$ cat config.mk
export PLATFORM = sky130hd
export DESIGN_NAME = sync_periph_cycle
export DESIGN_NICKNAME = d
export VERILOG_FILES = /design/src/rtl/eclk_sync_pkg.sv /design/src/rtl/eclk_gen.sv /design/src/rtl/vpa_sync_fsm.sv /design/src/rtl/sync_periph_cycle.sv
export SDC_FILE = /design/constraint.sdc
export NUM_CORES = 1
export LEC_CHECK = 0
export ABC_CLOCK_PERIOD_IN_PS = 1300
export CAP_MARGIN = 5
export CORE_AREA = 2 2 39 41
export DETAILED_ROUTE_END_ITERATION = 7
export DIE_AREA = 0 0 41 43
export PLACE_DENSITY_LB_ADDON = 0.05
export SETUP_SLACK_MARGIN = 0.1
export SLEW_MARGIN = 15
export SYNTH_ARGS = -nofsm -noshare
export SYNTH_HDL_FRONTEND = slang
export SYNTH_HIERARCHICAL = 1
export SYNTH_SLANG_ARGS = --single-unit
$ cat constraint.sdc
create_clock -name clk -period 1.3 [get_ports clk]
set_input_delay 0.195 -clock clk [delete_from_list [all_inputs] [get_ports clk]]
set_output_delay 0.195 -clock clk [all_outputs]
set_load 0.02 [all_outputs]
$ cat src/rtl/eclk_sync_pkg.sv
package eclk_sync_pkg;

   typedef enum logic [1:0] {
      ST_IDLE = 2'd0,
      ST_WAIT = 2'd1,
      ST_SYNC = 2'd2,
      ST_HOLD = 2'd3
   } cyc_state_t;

   function automatic int unsigned cnt_width(input int unsigned n);
      return (n < 2) ? 1 : $clog2(n);
   endfunction

endpackage

$ cat src/rtl/eclk_gen.sv
module eclk_gen #(
   parameter int unsigned LOW_CLKS  = 6,
   parameter int unsigned HIGH_CLKS = 4,
   parameter bit          REG_OUT   = 1'b1
) (
   input  logic clk,
   input  logic rst_n,
   output logic eclk_o,
   output logic last_o
);
   import eclk_sync_pkg::*;

   localparam int unsigned PERIOD = LOW_CLKS + HIGH_CLKS;
   localparam int unsigned CW     = cnt_width(PERIOD);
   localparam logic [CW-1:0] LAST_V = CW'(PERIOD - 1);
   localparam logic [CW-1:0] HIGH_V = CW'(LOW_CLKS);

   initial begin : p_param_chk
      assert (LOW_CLKS >= 1) else $fatal(1, "LOW_CLKS must be at least 1");
      assert (HIGH_CLKS >= 1) else $fatal(1, "HIGH_CLKS must be at least 1");
   end

   logic [CW-1:0] cnt_q;
   logic [CW-1:0] cnt_nx;

   assign last_o = (cnt_q == LAST_V);
   assign cnt_nx = last_o ? '0 : cnt_q + 1'b1;

   always_ff @(posedge clk or negedge rst_n) begin
      if (!rst_n) cnt_q <= '0;
      else        cnt_q <= cnt_nx;
   end

   generate
      if (REG_OUT) begin : g_reg_out
         logic e_q;
         always_ff @(posedge clk or negedge rst_n) begin
            if (!rst_n) e_q <= 1'b0;
            else        e_q <= (cnt_nx >= HIGH_V);
         end
         assign eclk_o = e_q;
      end else begin : g_dec_out
         assign eclk_o = (cnt_q >= HIGH_V);
      end
   endgenerate

   // the enable clock rises only after the full low phase
   a_r2_rise_phase: assert property (@(posedge clk) disable iff (!rst_n)
      $rose(eclk_o) |-> (cnt_q == HIGH_V));
   // the enable clock falls only at the period wrap
   a_r2_fall_phase: assert property (@(posedge clk) disable iff (!rst_n)
      $fell(eclk_o) |-> (cnt_q == '0));

endmodule

$ cat src/rtl/vpa_sync_fsm.sv
module vpa_sync_fsm (
   input  logic clk,
   input  logic rst_n,
   input  logic as_n,
   input  logic vpa_n,
   input  logic e_last,
   output logic vma_n,
   output logic done
);
   import eclk_sync_pkg::*;

   cyc_state_t st_q, st_nx;
   logic       vma_q;

   always_comb begin
      st_nx = st_q;
      case (st_q)
         ST_IDLE: if (!as_n && !vpa_n) st_nx = ST_WAIT;
         ST_WAIT: begin
            if (as_n)        st_nx = ST_IDLE;
            else if (e_last) st_nx = ST_SYNC;
         end
         ST_SYNC: if (e_last) st_nx = ST_HOLD;
         ST_HOLD: if (as_n)   st_nx = ST_IDLE;
         default: st_nx = ST_IDLE;
      endcase
   end

   always_ff @(posedge clk or negedge rst_n) begin
      if (!rst_n) begin
         st_q  <= ST_IDLE;
         vma_q <= 1'b0;
      end else begin
         st_q  <= st_nx;
         vma_q <= (st_nx == ST_SYNC) || (st_nx == ST_HOLD);
      end
   end

   assign vma_n = ~vma_q;
   assign done  = (st_q == ST_SYNC) && e_last;

   // withdrawal of the strobe before lock never marks the cycle
   a_r7_abort_no_vma: assert property (@(posedge clk) disable iff (!rst_n)
      (st_q == ST_WAIT && as_n) |=> vma_n);
   // the marker is released only after the strobe was seen high
   a_r6_release_on_as: assert property (@(posedge clk) disable iff (!rst_n)
      $rose(vma_n) |-> $past(as_n));
   // completion is a single-clock pulse
   a_r5_single_pulse: assert property (@(posedge clk) disable iff (!rst_n)
      done |=> !done);

endmodule

$ cat src/rtl/sync_periph_cycle.sv
module sync_periph_cycle #(
   parameter int unsigned LOW_CLKS  = 6,
   parameter int unsigned HIGH_CLKS = 4,
   parameter bit          REG_OUT   = 1'b1
) (
   input  logic clk,
   input  logic rst_n,
   input  logic as_n,
   input  logic vpa_n,
   output logic eclk,
   output logic vma_n,
   output logic cyc_done
);
   logic e_last;

   eclk_gen #(
      .LOW_CLKS (LOW_CLKS),
      .HIGH_CLKS(HIGH_CLKS),
      .REG_OUT  (REG_OUT)
   ) u_egen (
      .clk   (clk),
      .rst_n (rst_n),
      .eclk_o(eclk),
      .last_o(e_last)
   );

   vpa_sync_fsm u_fsm (
      .clk   (clk),
      .rst_n (rst_n),
      .as_n  (as_n),
      .vpa_n (vpa_n),
      .e_last(e_last),
      .vma_n (vma_n),
      .done  (cyc_done)
   );

   // the marker is asserted only together with a falling enable clock
   a_r4_lock_at_fall: assert property (@(posedge clk) disable iff (!rst_n)
      $fell(vma_n) |-> $fell(eclk));
   // completion lies inside a locked, enable-high clock
   a_r5_done_in_high: assert property (@(posedge clk) disable iff (!rst_n)
      cyc_done |-> (eclk && !vma_n));
   // completion is the last clock of the high phase
   a_r5_done_last_high: assert property (@(posedge clk) disable iff (!rst_n)
      cyc_done |=> !eclk);

endmodule

=== Word-level counts from Yosys, hierarchy flattened ===
Cells that the tools add are included.

* Equal/unequal tests: 6
* Multiplexer cells: 7
* Bitwise operators: 1
* $add $sub $neg: 1
* Reductions and logical operators: 6
* Order comparisons: 1

{| class="wikitable"
|+ Operators by type and width
! operator !! number
|-
| $mux 2 || 5
|-
| $eq 2x2->1 const B || 4
|-
| $pmux 2 s4 || 1
|-
| $add 4x1->4 const B || 1
|-
| $eq 4x4->1 const B || 1
|-
| $ge 4x3->1 const B || 1
|-
| $mux 4 || 1
|-
| $eq 2x1->1 const B || 1
|-
| $logic_and 1x1->1 || 2
|-
| $logic_not 1->1 || 2
|-
| $logic_not 2->1 || 1
|-
| $logic_or 1x1->1 || 1
|-
| $not 1->1 || 1
|}

* Logic and storage cells: 26
* Register bits after elaboration: 8

=== Longest topological paths before layout ===
* Depth in word-level cells: 6
* Gate-level depth with buffers: 5
* Mapped depth without buffers: 5

=== Modules after synthesis ===
Netlist, hierarchy kept.

{| class="wikitable"
|+ Modules (own cells, without submodules)
! module !! instances !! seq. area each (um2) !! cells each !! area an instance (um2)
|-
| eclk_gen || 1 || 125.1 || 21 || 244.0
|-
| vpa_sync_fsm || 1 || 75.1 || 15 || 136.4
|}

=== Worst setup path after synthesis ===
Ideal clock, no wire load.

* Kind: register to output
* Start: register u_egen.cnt_q[2]
* End: output port cyc_done
* Stages on the path, launching flop included: 5
* Path buffers: 0
* Path slack: -0.070 ns
* Data required time: 1.105 ns
* Data arrival time: 1.175 ns
* Cells stage by stage: dfrtp_1 > nor2b_2 > nor3b_2 > nor2b_1 > and2_1

* Longest elaborated chain between the ends: 2

{| class="wikitable"
|+ RTL lines
! element !! line !! RTL
|-
| start, declared || eclk_gen.sv:23 || <nowiki>logic [CW-1:0] cnt_q;</nowiki>
|-
| start signal, assigned || eclk_gen.sv:31 || <nowiki>else cnt_q <= cnt_nx;</nowiki>
|-
| $eq 4x4->1 || eclk_gen.sv:26 || <nowiki>assign last_o = (cnt_q == LAST_V);</nowiki>
|-
| via e_last || sync_periph_cycle.sv:14 || <nowiki>logic e_last;</nowiki>
|-
| $logic_and 1x1->1 || vpa_sync_fsm.sv:40 || <nowiki>assign done = (st_q == ST_SYNC) && e_last;</nowiki>
|-
| end, declared || sync_periph_cycle.sv:12 || <nowiki>output logic cyc_done</nowiki>
|}

The timed path passes the listed nets, and every way through them passes these cells.

=== Worst setup path in the final report ===
Same ends and word-level chain as after synthesis.

==> flow_metrics.tcl <==
set metrics [dict create \
    grt_max_degree 9 \
    path_class "register to output port" \
    place.gp.congestion 0.6732 \
    synth_area_leaders "dfrtp_1 53%, nand3b_1 7.9%, a21oi_1 5.3%" \
    cts_buffer_depth 2 \
    final_cell_mix "10 x buf_4, 8 x dfrtp_1, 4 x nand3b_1" \
    rsz0062_at_grt "true" \
    avgSynthCellArea_um2 10.57 \
    via_count 333 \
    detail_route.wl_per_cell_um 11.53 \
    max_slew_margin_pct 74.96 \
    grt_pass1_wl_mm 1.428 \
    viasPerCell 4.625 \
    routed_wl_um 830 \
    drt-initial-drc-count 3 \
    worstPathRequired_ps 1110 \
    timing.hold.ws_ps 226.1 \
    rows 14 \
    violations "setup timing" \
    grt_pass1_vias 364 \
    drc 0 \
    fp.coreArea_um2 1384 \
    antenna_cells 0 \
    cp.arrival_ps 1410 \
    cts_tree "built" \
    start_util_pct 27.49 \
    setup_viol 1 \
    holdBufCountCts 0 \
    syn_area_um2 380.4 \
    first_pass_iters 2 \
    fin_nets 62 \
    syn_to_final_growth_pct 59.87 \
    drv_slew 0 \
    ios 7 \
    path_clk_slew_ps 60 \
    grtUsageTotal_pct 12.44 \
    drive_above_1_share_pct 46.43 \
    critPathMaxFanout 2 \
    synth_nets 40 \
    die-area_um2 1763 \
    yosysTopAreaCell "dfrtp_1" \
    portBuffers 6 \
    cts_made_buffers 3 \
    outcome "finished with violations" \
    fin_crit_sh_pct 123.6 \
    cts_root_buf "clkbuf_4" \
    vdd_drop_max_uv 540.5 \
    hold_class "input pin to asynchronous set/reset pin" \
    antenna_found_initial 0 \
    synth_cell_types 17 \
    cap_violations 0 \
    postSynthCellCount 36 \
    yosysSeqAreaShare_pct 52.63 \
    period_minus_slack_ps 1606 \
    die_h_um 43 \
    synth_top_cell_area_share_pct 52.63 \
    worstSetupStartpointType "register" \
    h-tree-depth 1 \
    hold_viol_final 0 \
    ys_ff_latch 8 \
    cts_num_sinks 8 \
    final_common_cell "buf_4" \
    clk-insertion-delay-late_ps 250 \
    yosysWarningCount 6 \
    worst_slack_ps -306.4 \
    fin_skew_ps 4.116 \
    overflow 0 \
    antenna_left 0 \
    crit_path_end_kind "output port" \
    powerDensity_nw_per_um2 1116 \
    dieWidth_um 41 \
    final_core_util_pct 43.94 \
    fmax_ghz 0.6225 \
    worst_pin_slew_ps 374.4 \
    nFillCells 135 \
    p_leak_nw 0.2961 \
]
flip-flops by register name, summed over array words and instances, names as in the netlist:
register	cells
u_egen/eclk_o	1
u_egen/cnt_q	4
u_fsm/st_q	2
u_fsm/vma_q	1
final timing paths:
| check | from | endpoint | slack, ps | cells after the start |
|---|---|---|---|---|
| max in group asynchronous | rst_n | u_fsm/st_q[0] | 800 | 1 |
| max | u_egen/cnt_q[2] | cyc_done | -310 | 5 |
| min in group clk | u_egen/cnt_q[0] | u_egen/cnt_q[0] | 570 | 2 |
| min reg2reg | u_egen/cnt_q[0] | u_egen/cnt_q[0] | 570 | 2 |
| min | rst_n | u_egen/cnt_q[2] | 230 | 1 |
| max reg2reg | u_egen/cnt_q[2] | u_fsm/st_q[0] | 10 | 7 |
where the power goes:
part	leakage (nW)	internal (mW)	total (mW)	switching (mW)
Combinational	0.186	0.0997	0.202	0.102
Clock	0.0138	0.106	0.188	0.0823
Sequential	0.0961	0.274	0.289	0.0146
cells in the mapped netlist, drive strengths merged:
| cell | instances |
|---|---|
| dfrtp | 8 |
| a21oi | 4 |
| nand3b | 4 |
| inv | 3 |
| nor2b | 3 |
| o21ai | 3 |
| nand4 | 2 |
| or2b | 2 |
| and2 | 1 |
| nand2 | 1 |
| nand2b | 1 |
| nand4b | 1 |
| nor3 | 1 |
| nor3b | 1 |
| xnor2 | 1 |
cell type report:
class / instances / area [um^2] / area share [%]
Clock buffer: 3 / 22.52 / 3.704
Inverter: 3 / 11.26 / 1.852
Multi-Input combinational cell: 25 / 212.7 / 34.98
Sequential cell: 8 / 200.2 / 32.92
Tap cell: 16 / 20.02 / 3.292
Timing Repair Buffer: 17 / 141.4 / 23.25
cell families (layout without fill, tap and decap cells):
family                 count (synthesis)  in the layout  share of synthesized area (%)
AND/OR/NAND/NOR                       17             17                          31.91
flip-flops                             8              8                          52.63
AO/OA/AOI/OAI                          7              7                          10.20
buffers and inverters                  3             23                          2.960
XOR/XNOR                               1              1                          2.303
through the flow:
step	setup TNS (ps)	std cells	power, mW	instance area [um^2]	setup slack, ps
final	-306.4	72	0.6783	608.1	-306.4
after global placement	-499.8	67	0.4459	533.0	-499.8
after global routing	-435.1	72	0.7211	608.1	-390.5
after CTS	-326.5	70	0.6662	573.1	-326.5
after detailed placement	-536.9	67	0.4579	533.0	-536.9
after floorplan	-8.490	36	0.3726	385.4	-8.490
timing repair:
item / in CTS / in global routing
endpoints found under the setup margin: 6 / 5
pin swaps: 3 / 2
buffers inserted: 1 / 2
resized for setup: 13 / 7
layer usage:
metal	wire [um]	track usage [%]
met1	356	12.50
met3	25	3.141
met2	444	20.94
met5	0	0
met4	4	8.000
worst max-delay path, stage by stage, from the launching register on:
cell     delay (ps)
dfrtp_1         410
nor2b_4         130
nor3b_4         210
nor2b_4         180
and2_4          140
buf_6           110
No activity file was read; power rests on OpenSTA's default activity.
